$ cat config.mk
export PLATFORM = sky130hd
export DESIGN_NAME = swfc_top
export DESIGN_NICKNAME = d
export VERILOG_FILES = /design/src/rtl/swfc_pkg.sv /design/src/rtl/swfc_matcher.sv /design/src/rtl/swfc_autoflow.sv /design/src/rtl/swfc_top.sv
export SDC_FILE = /design/constraint.sdc
export NUM_CORES = 1
export LEC_CHECK = 0
export CAP_MARGIN = 20
export CORE_ASPECT_RATIO = 0.9
export CORE_MARGIN = 2
export CORE_UTILIZATION = 53
export CTS_CLUSTER_SIZE = 20
export DETAILED_ROUTE_END_ITERATION = 8
export GPL_ROUTABILITY_DRIVEN = 0
export MAX_ROUTING_LAYER = met4
export PLACE_DENSITY = 0.81
export SKIP_CTS_REPAIR_TIMING = 1
export SYNTH_ARGS = -nofsm -noshare
export SYNTH_HDL_FRONTEND = slang
export SYNTH_SLANG_ARGS = --single-unit
$ cat constraint.sdc
create_clock -name clk -period 3 [get_ports clk]
set_input_delay 0.45 -clock clk [delete_from_list [all_inputs] [get_ports clk]]
set_output_delay 0.45 -clock clk [all_outputs]
set_load 0.01 [all_outputs]
$ cat src/rtl/swfc_pkg.sv
package swfc_pkg;
    localparam int CHAR_W = 8;

    typedef logic [CHAR_W-1:0] char_t;

    typedef struct packed {
        char_t xon1;
        char_t xon2;
        char_t xoff1;
        char_t xoff2;
    } fc_chars_t;

    typedef enum logic [1:0] {
        SEL_XON1  = 2'd0,
        SEL_XON2  = 2'd1,
        SEL_XOFF1 = 2'd2,
        SEL_XOFF2 = 2'd3
    } fc_sel_e;

    typedef enum logic [2:0] {
        AF_IDLE,
        AF_OFF1,
        AF_OFF2,
        AF_ON1,
        AF_ON2
    } af_state_e;

    typedef struct packed {
        logic resume;
        logic pause;
    } fc_event_t;

    function automatic fc_chars_t char_write(fc_chars_t cur, logic [1:0] sel, char_t d);
        fc_chars_t nxt = cur;
        case (fc_sel_e'(sel))
            SEL_XON1:  nxt.xon1  = d;
            SEL_XON2:  nxt.xon2  = d;
            SEL_XOFF1: nxt.xoff1 = d;
            default:   nxt.xoff2 = d;
        endcase
        return nxt;
    endfunction
endpackage

$ cat src/rtl/swfc_matcher.sv
module swfc_matcher
    import swfc_pkg::*;
(
    input  logic      clk,
    input  logic      rst,
    input  fc_chars_t chars,
    input  logic      mode_double,
    input  logic      paused,
    input  logic      rx_valid,
    input  char_t     rx_data,
    output fc_event_t ev,
    output logic      fifo_wr,
    output char_t     fifo_data
);
    // pending first character of a double pattern
    logic  pend_v, pend_on, pend_off;
    char_t pend_c;
    // character to re-examine after a broken pair
    logic  rep_v;
    char_t rep_c;

    logic  pend_v_n, pend_on_n, pend_off_n, rep_v_n, wr_n;
    char_t pend_c_n, rep_c_n, data_n;

    logic  in_v, on_m, off_m, pair_on, pair_off;
    char_t in_c;

    always_comb begin
        in_v     = rx_valid | rep_v;
        in_c     = rx_valid ? rx_data : rep_c;
        on_m     = (in_c == chars.xon1);
        off_m    = (in_c == chars.xoff1);
        pair_on  = pend_on  && (in_c == chars.xon2);
        pair_off = pend_off && (in_c == chars.xoff2);

        ev         = '0;
        wr_n       = 1'b0;
        data_n     = in_c;
        pend_v_n   = pend_v;
        pend_c_n   = pend_c;
        pend_on_n  = pend_on;
        pend_off_n = pend_off;
        rep_v_n    = 1'b0;
        rep_c_n    = rep_c;

        if (in_v) begin
            if (!mode_double) begin
                pend_v_n = 1'b0;
                if (paused && on_m)  ev.resume = 1'b1;
                else if (off_m)      ev.pause  = 1'b1;
                else if (!on_m)      wr_n      = 1'b1;
            end else if (!pend_v) begin
                if (on_m || off_m) begin
                    pend_v_n   = 1'b1;
                    pend_c_n   = in_c;
                    pend_on_n  = on_m;
                    pend_off_n = off_m;
                end else begin
                    wr_n = 1'b1;
                end
            end else begin
                pend_v_n = 1'b0;
                if (paused && pair_on) ev.resume = 1'b1;
                else if (pair_off)     ev.pause  = 1'b1;
                else if (!pair_on) begin
                    wr_n    = 1'b1;
                    data_n  = pend_c;
                    rep_v_n = 1'b1;
                    rep_c_n = in_c;
                end
            end
        end
    end

    always_ff @(posedge clk) begin
        if (rst) begin
            pend_v    <= 1'b0;
            pend_on   <= 1'b0;
            pend_off  <= 1'b0;
            pend_c    <= '0;
            rep_v     <= 1'b0;
            rep_c     <= '0;
            fifo_wr   <= 1'b0;
            fifo_data <= '0;
        end else begin
            pend_v    <= pend_v_n;
            pend_on   <= pend_on_n;
            pend_off  <= pend_off_n;
            pend_c    <= pend_c_n;
            rep_v     <= rep_v_n;
            rep_c     <= rep_c_n;
            fifo_wr   <= wr_n;
            fifo_data <= data_n;
        end
    end
endmodule

$ cat src/rtl/swfc_autoflow.sv
module swfc_autoflow
    import swfc_pkg::*;
#(
    parameter int LVL_W = 7
) (
    input  logic             clk,
    input  logic             rst,
    input  fc_chars_t        chars,
    input  logic [LVL_W-1:0] fifo_level,
    input  logic [LVL_W-1:0] lvl_hi,
    input  logic [LVL_W-1:0] lvl_lo,
    input  logic             ctl_take,
    output logic             ctl_req,
    output char_t            ctl_data
);
    af_state_e st;
    logic      sent;

    always_ff @(posedge clk) begin
        if (rst) begin
            st       <= AF_IDLE;
            sent     <= 1'b0;
            ctl_data <= '0;
        end else begin
            case (st)
                AF_IDLE: begin
                    if (!sent && fifo_level >= lvl_hi) begin
                        st       <= AF_OFF1;
                        sent     <= 1'b1;
                        ctl_data <= chars.xoff1;
                    end else if (sent && fifo_level <= lvl_lo) begin
                        st       <= AF_ON1;
                        sent     <= 1'b0;
                        ctl_data <= chars.xon1;
                    end
                end
                AF_OFF1: if (ctl_take) begin
                    st       <= AF_OFF2;
                    ctl_data <= chars.xoff2;
                end
                AF_ON1: if (ctl_take) begin
                    st       <= AF_ON2;
                    ctl_data <= chars.xon2;
                end
                default: if (ctl_take) st <= AF_IDLE;
            endcase
        end
    end

    assign ctl_req = (st != AF_IDLE);
endmodule

$ cat src/rtl/swfc_top.sv
module swfc_top
    import swfc_pkg::*;
#(
    parameter int LVL_W = 7
) (
    input  logic             clk,
    input  logic             rst,
    input  logic             cfg_we,
    input  logic [1:0]       cfg_sel,
    input  logic [7:0]       cfg_wdata,
    input  logic             mode_double,
    input  logic             irq_en,
    input  logic             irq_ack,
    input  logic             rx_valid,
    input  logic [7:0]       rx_data,
    output logic             fifo_wr,
    output logic [7:0]       fifo_data,
    input  logic [LVL_W-1:0] fifo_level,
    input  logic [LVL_W-1:0] lvl_hi,
    input  logic [LVL_W-1:0] lvl_lo,
    input  logic             tx_busy,
    output logic             tx_hold,
    output logic             pause_req,
    output logic             ctl_req,
    output logic [7:0]       ctl_data,
    input  logic             ctl_take,
    output logic             xoff_flag,
    output logic             irq
);
    fc_chars_t chars;
    fc_event_t ev;

    always_ff @(posedge clk) begin
        if (rst)         chars <= '0;
        else if (cfg_we) chars <= char_write(chars, cfg_sel, cfg_wdata);
    end

    swfc_matcher u_match (
        .clk        (clk),
        .rst        (rst),
        .chars      (chars),
        .mode_double(mode_double),
        .paused     (pause_req),
        .rx_valid   (rx_valid),
        .rx_data    (rx_data),
        .ev         (ev),
        .fifo_wr    (fifo_wr),
        .fifo_data  (fifo_data)
    );

    swfc_autoflow #(.LVL_W(LVL_W)) u_auto (
        .clk       (clk),
        .rst       (rst),
        .chars     (chars),
        .fifo_level(fifo_level),
        .lvl_hi    (lvl_hi),
        .lvl_lo    (lvl_lo),
        .ctl_take  (ctl_take),
        .ctl_req   (ctl_req),
        .ctl_data  (ctl_data)
    );

    always_ff @(posedge clk) begin
        if (rst) begin
            pause_req <= 1'b0;
            xoff_flag <= 1'b0;
            tx_hold   <= 1'b0;
        end else begin
            if (ev.resume)     pause_req <= 1'b0;
            else if (ev.pause) pause_req <= 1'b1;

            if (ev.pause)                    xoff_flag <= 1'b1;
            else if (ev.resume || irq_ack)   xoff_flag <= 1'b0;

            // hold only engages between frames, then stays until release
            tx_hold <= pause_req && (tx_hold || !tx_busy);
        end
    end

    assign irq = xoff_flag & irq_en;
endmodule

Yosys cells after proc, flatten, opt, wreduce, memory -nomap -nowiden
Index checks and enable logic that the tools add are counted.

Flip-flop bits (word level): 76. Word-level logic and storage cells: 115. Memory bits (writable): 0. Output and inout port bits: 22. Memories kept: 0. Latch bits: 0. ROM bits: 0.

Magnitude comparators: 2. Equal/unequal tests: 11. Bitwise logic cells: 9. Reductions and logical operators: 32. Multiplexer cells: 43. Shift operators: 0. Multiply operators: 0. Add/subtract/negate cells: 0. Div/mod/pow operators: 0.

Operator list (count): 8-bit 2-to-1 mux (11); 8-bit equality test (4); 8-bit one-hot mux with 3 select lines (1); 1-bit 2-to-1 mux (22); 3-bit 2-to-1 mux (5); 4-bit AND reduction (3); 2-bit AND reduction (5); 3-bit one-hot mux with 3 select lines (1); 7-bit >= comparator (1); 7-bit <= comparator (1); 1-bit logical AND (7); 1-bit NOT (7); 2-bit 2-to-1 mux (3); 6-bit AND reduction (1); 2-bit nonzero test (3); 3-bit nonzero test (2); 2-bit inequality test (second input constant) (2); 2-bit OR reduction (2); 4-bit OR reduction (1); 3-bit by 1-bit equality test with 1-bit output (second input constant) (1); 3-bit by 2-bit equality test with 1-bit output (second input constant) (1); 3-bit zero test (1); 1-bit logical OR (3); 3-bit by 1-bit inequality test with 1-bit output (second input constant) (1); 7 further kinds (8).

Logic depth before layout (Yosys ltp)
Gate-level depths: netlist of run 1.

Word-level depth: 11. Mapped depth: 10.

Modules after synthesis
Synthesis of run 1 repeated with hierarchy kept, for this count alone.

Cells, all modules: 432. Area, all modules: 4322.9 sq um.

By module, submodules not included: swfc_matcher (instances 1, sequential area each 580.6 sq um, cells an instance 177, area an instance 1829.3 sq um); swfc_top (instances 1, sequential area each 700.7 sq um, cells an instance 128, area an instance 1397.6 sq um); swfc_autoflow (instances 1, sequential area each 240.2 sq um, cells an instance 127, area an instance 1096.1 sq um).

Worst setup path before layout of run 1
Ideal clock, no wire load.

Path type: in2reg. Start point: in fifo_level[0]. End point: reg u_auto.st[1]. Arrival: 2.357 ns. Path buffers: 0. Stages: 9. Path slack: 0.578 ns. Data required time: 2.935 ns. Cells stage by stage: inv_1 ha_1 nand2b_1 a2111oi_0 o21ai_0 or2_2 a22oi_1 mux2_2 nor2_1.

Cells in the longest elaborated chain, start to end: 4. Elaborated cells on any way between the ends: 8. Those cells by class: order compare (2); eq/ne (1); mux (2); reduce/logical (3).

RTL lines: start, declared (line swfc_top.sv:18) `input logic [LVL_W-1:0] fifo_level,`; 7-bit <= comparator / 7-bit >= comparator (equally long branches) (line swfc_autoflow.sv:31, swfc_autoflow.sv:27); 1-bit logical AND, on equally long branches (line swfc_autoflow.sv:31, swfc_autoflow.sv:27); 3-bit by 1-bit inequality test with 1-bit output (no line) / 3-bit 2-to-1 mux (equally long branches); 4-bit AND reduction (no line) / 3-bit one-hot mux with 3 select lines (equally long branches); end signal, assigned (line swfc_autoflow.sv:28) `st <= AF_OFF1;`; end signal, assigned (line swfc_autoflow.sv:32) `st <= AF_ON1;`; end signal, assigned (line swfc_autoflow.sv:38) `st <= AF_OFF2;`; end, declared (line swfc_autoflow.sv:16) `af_state_e st;`.

Several ways; a longest one is shown, not always the timed one. A chain may end at the register's enable or synchronous reset.

Final worst setup path of run 1
Ends and elaborated chain as after synthesis.

==> results of run 1 <==
flip-flops by register name (all words and copies together) (netlist names):
register           count
u_auto.st              3
u_match.pend_on        1
u_match.rep_c          8
tx_hold                1
chars                 32
pause_req              1
u_match.pend_v         1
u_auto.sent            1
xoff_flag              1
u_match.rep_v          1
u_match.pend_c         8
u_match.pend_off       1
u_auto.ctl_data        8
u_match.fifo_data      8
u_match.fifo_wr        1
power by group through the flow:
stage          Sequential [mW]  Clock, mW  Combinational, mW
2_1_floorplan             1.14          0              0.398
3_3_place_gp              1.16          0              0.637
3_5_place_dp              1.16          0              0.653
4_1_cts                   1.14      0.798              0.656
5_1_grt                   1.15      0.837              0.715
6_report                  1.14      0.785              0.657
logic make-up after synthesis:
| kind of cell | synth area share |
|---|---|
| and+or+nand+nor | 0.153 |
| AOI/OAI and AO/OA | 0.129 |
| muxes | 0.158 |
| xor gates and xnor gates | 0.0725 |
| adders and majority gates | 0.0453 |
| buffers and inverters | 0.0489 |
| DFF | 0.393 |
Yosys cell counts, types with 4 or more instances:
library cell	count
nor4_1	6
nand4_1	5
xnor2_1	32
nand2b_1	4
a22o_1	8
a21oi_1	19
mux2i_2	4
dfxtp_1	76
inv_1	19
a211oi_1	17
or2_2	4
nor2_1	65
clkbuf_1	12
ha_1	14
a22oi_1	10
mux2i_1	51
nand2_1	15
o21ai_0	6
final cells by class:
class,count,area (um2),area share
sequential,76,1520,0.307
tap,93,116,0.0235
clock inverter,4,48.8,0.00985
clock buffer,11,151,0.0306
multi-input combinational,297,2160,0.435
inverter,19,71.3,0.0144
timing repair buffer,91,888,0.179
worst max-delay path, cell delays in order:
cell             delay [ns]
clkdlybuf4s50_1        0.45
inv_1                  0.05
ha_1                   0.27
nand2b_1               0.13
a2111oi_0              0.36
o21ai_0                0.17
or2_2                  0.33
a22oi_1                0.26
mux2_2                 0.37
nor2_1                 0.08
routing by layer:
layer | vias up | global-route usage | part of all wire
met5 | - | - | 0
met4 | 0 | 0.0567 | 0.012
met3 | 12 | 0.0631 | 0.063
met2 | 100 | 0.401 | 0.49
met1 | 1499 | 0.319 | 0.44
li1 | 1604 | - | -
metrics by stage:
step	area, um2	power [mW]	hold WS [ns]	utilization	setup slack (ns)
2_1_floorplan	3870	1.54	0.433	-	0.578
3_3_place_gp	4750	1.80	0.442	0.672	0.0242
3_5_place_dp	4750	1.82	0.456	0.672	0.0111
4_1_cts	4950	2.59	0.472	0.700	0.351
5_1_grt	4950	2.70	0.494	0.700	0.114
6_report	4950	2.58	0.468	0.700	0.366
worst max path at each step:
| stage | slack, ns | endpoint |
|---|---|---|
| 4_1_cts | 0.35 | u_auto.st[1]$_SDFFE_PP0P_ |
| 6_report | 0.37 | u_auto.st[1]$_SDFFE_PP0P_ |
| 2_1_floorplan | 0.58 | u_auto.st[1]$_SDFFE_PP0P_ |
| 3_3_place_gp | 0.02 | u_auto.st[1]$_SDFFE_PP0P_ |
| 5_1_grt | 0.11 | u_auto.st[1]$_SDFFE_PP0P_ |
| 3_5_place_dp | 0.01 | u_auto.st[1]$_SDFFE_PP0P_ |
==> metrics, run 1 <==
max-slew violation count 0; Gate power share 0.255; crit path capture type flop; commonest non-fill, non-tap cell in the layout dfxtp_1; DRC viols 0; Yosys cell types 48; register area share after synthesis 0.393; switching share of power 0.288; placed cells 576; setup violators final 0; unrepaired setup endpoints after global routing false; vias in the first global route 3,224; CTS tree yes; H-tree depth 3; Ports 70; Synth-to-Final Area Change 28.1%; WP data arrival 2.92 ns; hold violation total from the final report 0; clock slew at reported path FFs 0.08 ns; Antenna Nets Post-Route 0; global-route wire length before repair 15,300 um; WL/cell 15.3 um; Worst Hold Class reg -> reg; worst-path fanout max 3; core box area 0.00708 mm2; Post-synth EDFFs 0; # clock sinks 76; nets@finish 556; Synth top area share 0.393; CTS max path bufs 2; commonest cells after routing, fill and taps aside dfxtp_1, clkdlybuf4s50_1, nor2_1; status completed; Max Cap Viol 0; Rows 29; Iter 0 DRT Violations 164; Flop pwr share 0.442; Int Power 1.84 mW; Pre-antenna DRT Iters 4; Hold Path End tx_hold$_SDFF_PP0_; Initial Utilization 0.547; FF-to-FF setup slack 0.58 ns; WL final 9050 um; Tot GR Track Use 0.249; fmax 380 MHz; Setup crit start kind primary input; DR vias 3,215; required time worst endpoint 3.29 ns; Warnings, synthesis 0; Die Ht 85.0 um; clock network power share 0.304; Worst-Skew Late Latency 0.36 ns; gr ovfl total 0; Rel. slew slack 0.535; full die area 0.00800 mm2; Finished Layout Cells 591; Yosys top cell by area dfxtp_1; Fill cells 539; Setup crit start fifo_level[0]; root buffer cell clkbuf_8; RR Startpoint u_auto.st[1]$_SDFFE_PP0P_; HPWL Detailed 6620 um; register bit total from synthesis 76; Pleak 2.02 nW; Synth Flop Type dfxtp_1; reg2reg end u_auto.ctl_data[6]$_SDFFE_PP0P_; Least-Margin Pin Slew 0.695 ns; Sw Pwr 0.745 mW; Crit Path Class in -> reg; Post-Synthesis Cells 413; R2R depth 6; initial antenna violation count 0; layout cell share with drive strength beyond 1 0.112; crit share post-route 0.878; power density cells 521 mW/mm2; clock skew 0.0100 ns; total CTS buffers 9; synthesized net count 475; worst vdd ir 0.413 mV; number of diodes 0; IO Port Bufs 69; Hold Crit Depth 2; Final min period 2.63 ns; Post-Synthesis Mean Instance Area 9.36 um2; setup TNS 0 ns; Via density 5.44; Worst Hold Launch tx_hold$_SDFF_PP0_; Area contributors post-synth dfxtp_1, mux2i_1, xnor2_1, nor2_1, ha_1; Die W 94.0 um; area of the mapped netlist 0.00387 mm2; largest net degree at the start of global routing 39; asr flop ratio synth 0
(Power assumes the default switching activity.)
==> run 2: changes to the inputs <==
REMOVE_ABC_BUFFERS = 1   (was not set)
SKIP_CTS_REPAIR_TIMING = not set   (was 1)
==> metrics, run 2 (synthesized netlist as in run 1, its figures left out) <==
commonest non-fill, non-tap cell in the layout dfxtp_1; hold violation total from the final report 0; commonest cells after routing, fill and taps aside dfxtp_1, clkdlybuf4s50_1, nor2_1; Worst Hold Class reg -> reg; Final min period 2.82 ns; HPWL Detailed 6560 um; root buffer cell clkbuf_8; DR vias 3,209; number of diodes 0; placed instance area 0.00474 mm2; global-route wire length before repair 14,600 um; Ports 70; gr ovfl total 0; Design Power 2.53 mW; clock slew at reported path FFs 0.08 ns; Setup crit start kind primary input; worst-path fanout max 3; IO Port Bufs 69; nets@finish 554; Sw Pwr 0.752 mW; Pleak 1.99 nW; Crit Path Class in -> reg; max-slew violation count 0; switching share of power 0.297; status completed; Die Ht 85.0 um; DRC viols 0; layout cell share with drive strength beyond 1 0.109; worst vdd ir 0.324 mV; Hold Buf Count CTS 0; Int Power 1.78 mW; Initial Utilization 0.547; clock skew 0.00808 ns; CTS max path bufs 2; CTS tree yes; core box area 0.00708 mm2; # clock sinks 76; crit share post-route 0.941; initial antenna violation count 0; total CTS buffers 9; setup violators final 0; vias in the first global route 3,125; Tot GR Track Use 0.239; Synth-to-Final Area Change 27.5%; fmax 354 MHz; Largest register FFs 32; power density cells 514 mW/mm2; Die W 94.0 um; WL final 8870 um; Via density 5.44; post-route cell area 0.00493 mm2; Setup Buffers After CTS 0; largest net degree at the start of global routing 26; Gate power share 0.251; WP data arrival 3.11 ns; H-tree depth 3; pre-CTS setup slack -0.136 ns; Rows 29; clock network power share 0.301; unrepaired setup endpoints after global routing false; setup TNS 0 ns; Rel. slew slack 0.577; Iter 0 DRT Violations 178; Max Cap Viol 0; Flop pwr share 0.449; crit path capture type flop; Largest Register chars; WL/cell 15.0 um; utilization after layout 0.697; post-cts resize count 0; required time worst endpoint 3.29 ns; Worst-Skew Late Latency 0.35 ns; final setup margin 0.178 ns; Least-Margin Pin Slew 0.632 ns; Pre-antenna DRT Iters 4; full die area 0.00800 mm2; Antenna Nets Post-Route 0
[run 2: metrics by stage]
stage	hold slack (ns)	std cells
floorplan	0.430	392
global placement	0.445	574
detailed placement	0.458	574
CTS	0.468	590
global route	0.492	590
finish	0.463	590
[run 2: area by class of cell]
type / instances / area (um2)
clock inverter: 6 / 65.1
tap: 93 / 116
inverter: 19 / 71.3
timing repair buffer: 89 / 873
fill: 561 / 2140
multi-input combinational: 297 / 2160
clock buffer: 10 / 128
sequential: 76 / 1520
[run 2: path summary, 6_finish.rpt]
check | startpoint | cells after the start | slack (ns) | to
worst min register to register | tx_hold$_SDFF_PP0_ | 2 | 0.46 | tx_hold$_SDFF_PP0_
worst max-delay path | fifo_level[0] | 10 | 0.18 | u_auto.st[1]$_SDFFE_PP0P_
worst max register to register | u_auto.st[1]$_SDFFE_PP0P_ | 6 | 0.40 | u_auto.ctl_data[6]$_SDFFE_PP0P_
worst min-delay path | tx_hold$_SDFF_PP0_ | 2 | 0.46 | tx_hold$_SDFF_PP0_
[run 2: routing by layer]
layer	global-route usage	share of wire	wire (um)	up-vias
met4	0.0685	0.013	116	0
met1	0.306	0.46	4120	1517
met2	0.377	0.48	4270	70
li1	-	-	-	1611
met5	-	0	0	-
met3	0.0586	0.041	365	11
[run 2: power groups by stage]
stage | Clock [mW] | Sequential (mW) | Combinational (mW)
floorplan | 0 | 1.16 | 0.352
global placement | 0 | 1.16 | 0.618
detailed placement | 0 | 1.16 | 0.634
CTS | 0.774 | 1.14 | 0.637
global route | 0.817 | 1.14 | 0.693
finish | 0.762 | 1.14 | 0.635
[run 2: critical path, cell delays in order]
cell             delay [ns]
clkdlybuf4s50_1        0.45
inv_1                  0.06
ha_1                   0.28
nand2b_1               0.14
a2111oi_0              0.46
o21ai_0                0.20
or2_2                  0.34
a22oi_1                0.27
mux2_2                 0.38
nor2_1                 0.07
==> run 3: changes to the inputs <==
CORE_UTILIZATION = 54   (was 53)
SYNTH_HIERARCHICAL = 1   (was not set)
==> metrics, run 3 <==
DRC viols 0; CTS tree yes; IO Port Bufs 69; Die W 98.3 um; nets@finish 567; Tot GR Track Use 0.242; pre-CTS setup slack -0.0553 ns; Via density 5.69; Post-Synthesis Mean Instance Area 10.0 um2; HPWL Detailed 7350 um; Iter 0 DRT Violations 234; power density cells 489 mW/mm2; Hold Buf Count CTS 0; total CTS buffers 9; Worst Hold Class in -> reg; max-slew violation count 0; Finished Layout Cells 606; register area share after synthesis 0.352; hold violation total from the final report 0; asr flop ratio synth 0; Yosys top cell by area dfxtp_1; post-route cell area 0.00534 mm2; Worst-Skew Late Latency 0.35 ns; unrepaired setup endpoints after global routing false; full die area 0.00874 mm2; WL/cell 16.5 um; Critical Path Sink xoff_flag$_SDFFE_PP0P_; WP data arrival 2.97 ns; DR vias 3,451; clock skew 0.00729 ns; final setup margin 0.243 ns; FF-to-FF setup slack 0.78 ns; worst vdd ir 0.274 mV; CP peak stage delay 0.51 ns; Setup Buffers After CTS 0; global-route wire length before repair 16,200 um; commonest cells after routing, fill and taps aside dfxtp_1, clkdlybuf4s50_1, nand2b_1; Final min period 2.76 ns; placed cells 590; core box area 0.00766 mm2; R2R depth 8; placed instance area 0.00512 mm2; Yosys cell types 54; Setup crit start kind primary input; utilization after layout 0.698; status completed; area of the mapped netlist 0.00432 mm2; crit share post-route 0.919; Max Cap Viol 0; worst-path fanout max 11; fmax 363 MHz; Synth Flop Type dfxtp_1; Pleak 2.08 nW; initial antenna violation count 0; Largest register FFs 32; Crit Path Class in -> reg; layout cell share with drive strength beyond 1 0.122; Setup crit start rx_valid; Antenna Nets Post-Route 0; gr ovfl total 0; Initial Utilization 0.565; Warnings, synthesis 6; reg2reg end xoff_flag$_SDFFE_PP0P_; post-cts resize count 0; Ports 70; Rows 30; commonest non-fill, non-tap cell in the layout dfxtp_1; Synth top area share 0.352; Least-Margin Pin Slew 0.737 ns; clock slew at reported path FFs 0.08 ns; CP cell instances clkdlybuf4s50_1, buf_12, mux2i_2, xnor2_1, nor4_2, and3_1, nand3_1, a211oi_1, or3b_2, a21oi_1; Area contributors post-synth dfxtp_1, mux2i_1, nand2b_1, xnor2_1, ha_1; number of diodes 0; Die Ht 88.9 um; crit path capture type flop; Rel. slew slack 0.505; Synth-to-Final Area Change 23.6%; most frequent cell after synthesis dfxtp_1; WL final 10,000 um; CP max stage cell clkdlybuf4s50_1; RR Startpoint u_match/rep_c[3]$_SDFFE_PP0P_; root buffer cell clkbuf_8; setup TNS 0 ns; H-tree depth 3; Pre-antenna DRT Iters 5; largest net degree at the start of global routing 76; Largest Register chars; vias in the first global route 3,305; register bit total from synthesis 76; setup violators final 0; # clock sinks 76; Post-Synthesis Cells 432; Post-synth EDFFs 0; required time worst endpoint 3.22 ns; synth cell count leaders dfxtp_1, nand2b_1, mux2i_1; CTS max path bufs 2
run 3: cell count changes after synthesis, sizes merged, moves of 3 or more:
cell | previous run | this run
and3 | 0 | 5
nand2 | 16 | 7
a31oi | 0 | 11
or2 | 5 | 9
nand3 | 3 | 8
a21oi | 20 | 8
nor2 | 66 | 9
o21ai | 6 | 12
clkbuf | 13 | 10
mux2i | 56 | 70
nand2b | 4 | 63
a211oi | 18 | 6
run 3: final cells by class:
cell class | count | area (um2)
inverters | 20 | 75.1
well taps | 96 | 120
flip-flops and latches | 76 | 1520
clock buffers | 11 | 141
clock inverters | 5 | 83.8
multi-input cells | 318 | 2620
fillers | 594 | 2320
repair buffers | 80 | 781
run 3: logic make-up after synthesis:
family,synth area share
and+or+nand+nor,0.199
DFF,0.352
buffers and inverters,0.0423
muxes,0.183
adders and majority gates,0.0405
xor gates and xnor gates,0.0648
AOI/OAI and AO/OA,0.119
run 3: stage by stage:
stage	power, mW	hold WS (ns)
3_3_place_gp	1.73	0.463
5_1_grt	2.72	0.454
4_1_cts	2.63	0.431
3_5_place_dp	1.74	0.468
2_1_floorplan	1.49	0.448
6_report	2.61	0.437
run 3: power breakdown:
group	total (mW)	internal (mW)	switching, mW	leakage [nW]
sequential	1.10	1.06	0.0353	0.617
clock	0.885	0.494	0.390	0.106
combinational	0.633	0.312	0.321	1.36
total	2.61	1.87	0.747	2.08
run 3: how the worst min path moves through the flow:
stage,end,start,cells after the start
after floorplan,u_match/pend_off$_SDFFE_PP0P_,u_match/pend_off$_SDFFE_PP0P_,2
after global placement,u_auto/ctl_data[5]$_SDFFE_PP0P_,u_auto/ctl_data[5]$_SDFFE_PP0P_,1
after detailed placement,u_auto/ctl_data[7]$_SDFFE_PP0P_,u_auto/ctl_data[7]$_SDFFE_PP0P_,1
after CTS,u_auto/sent$_SDFFE_PP0P_,rst,2
after global routing,u_auto/sent$_SDFFE_PP0P_,rst,2
final,u_auto/st[2]$_SDFFE_PP0P_,rst,2
run 3: critical path: cells and delay by family:
kind	cells	cell delay (ns)
AOI/OAI and AO/OA	2	0.39
xor gates and xnor gates	1	0.14
muxes	1	0.40
and+or+nand+nor	4	0.88
buffers and inverters	2	0.69
run 3: routing by layer:
layer | share of wire | GRT usage | vias up
met5 | 0 | - | -
met4 | 0.012 | 0.0498 | 0
met3 | 0.056 | 0.0513 | 15
met2 | 0.48 | 0.399 | 110
met1 | 0.45 | 0.312 | 1645
li1 | - | - | 1681
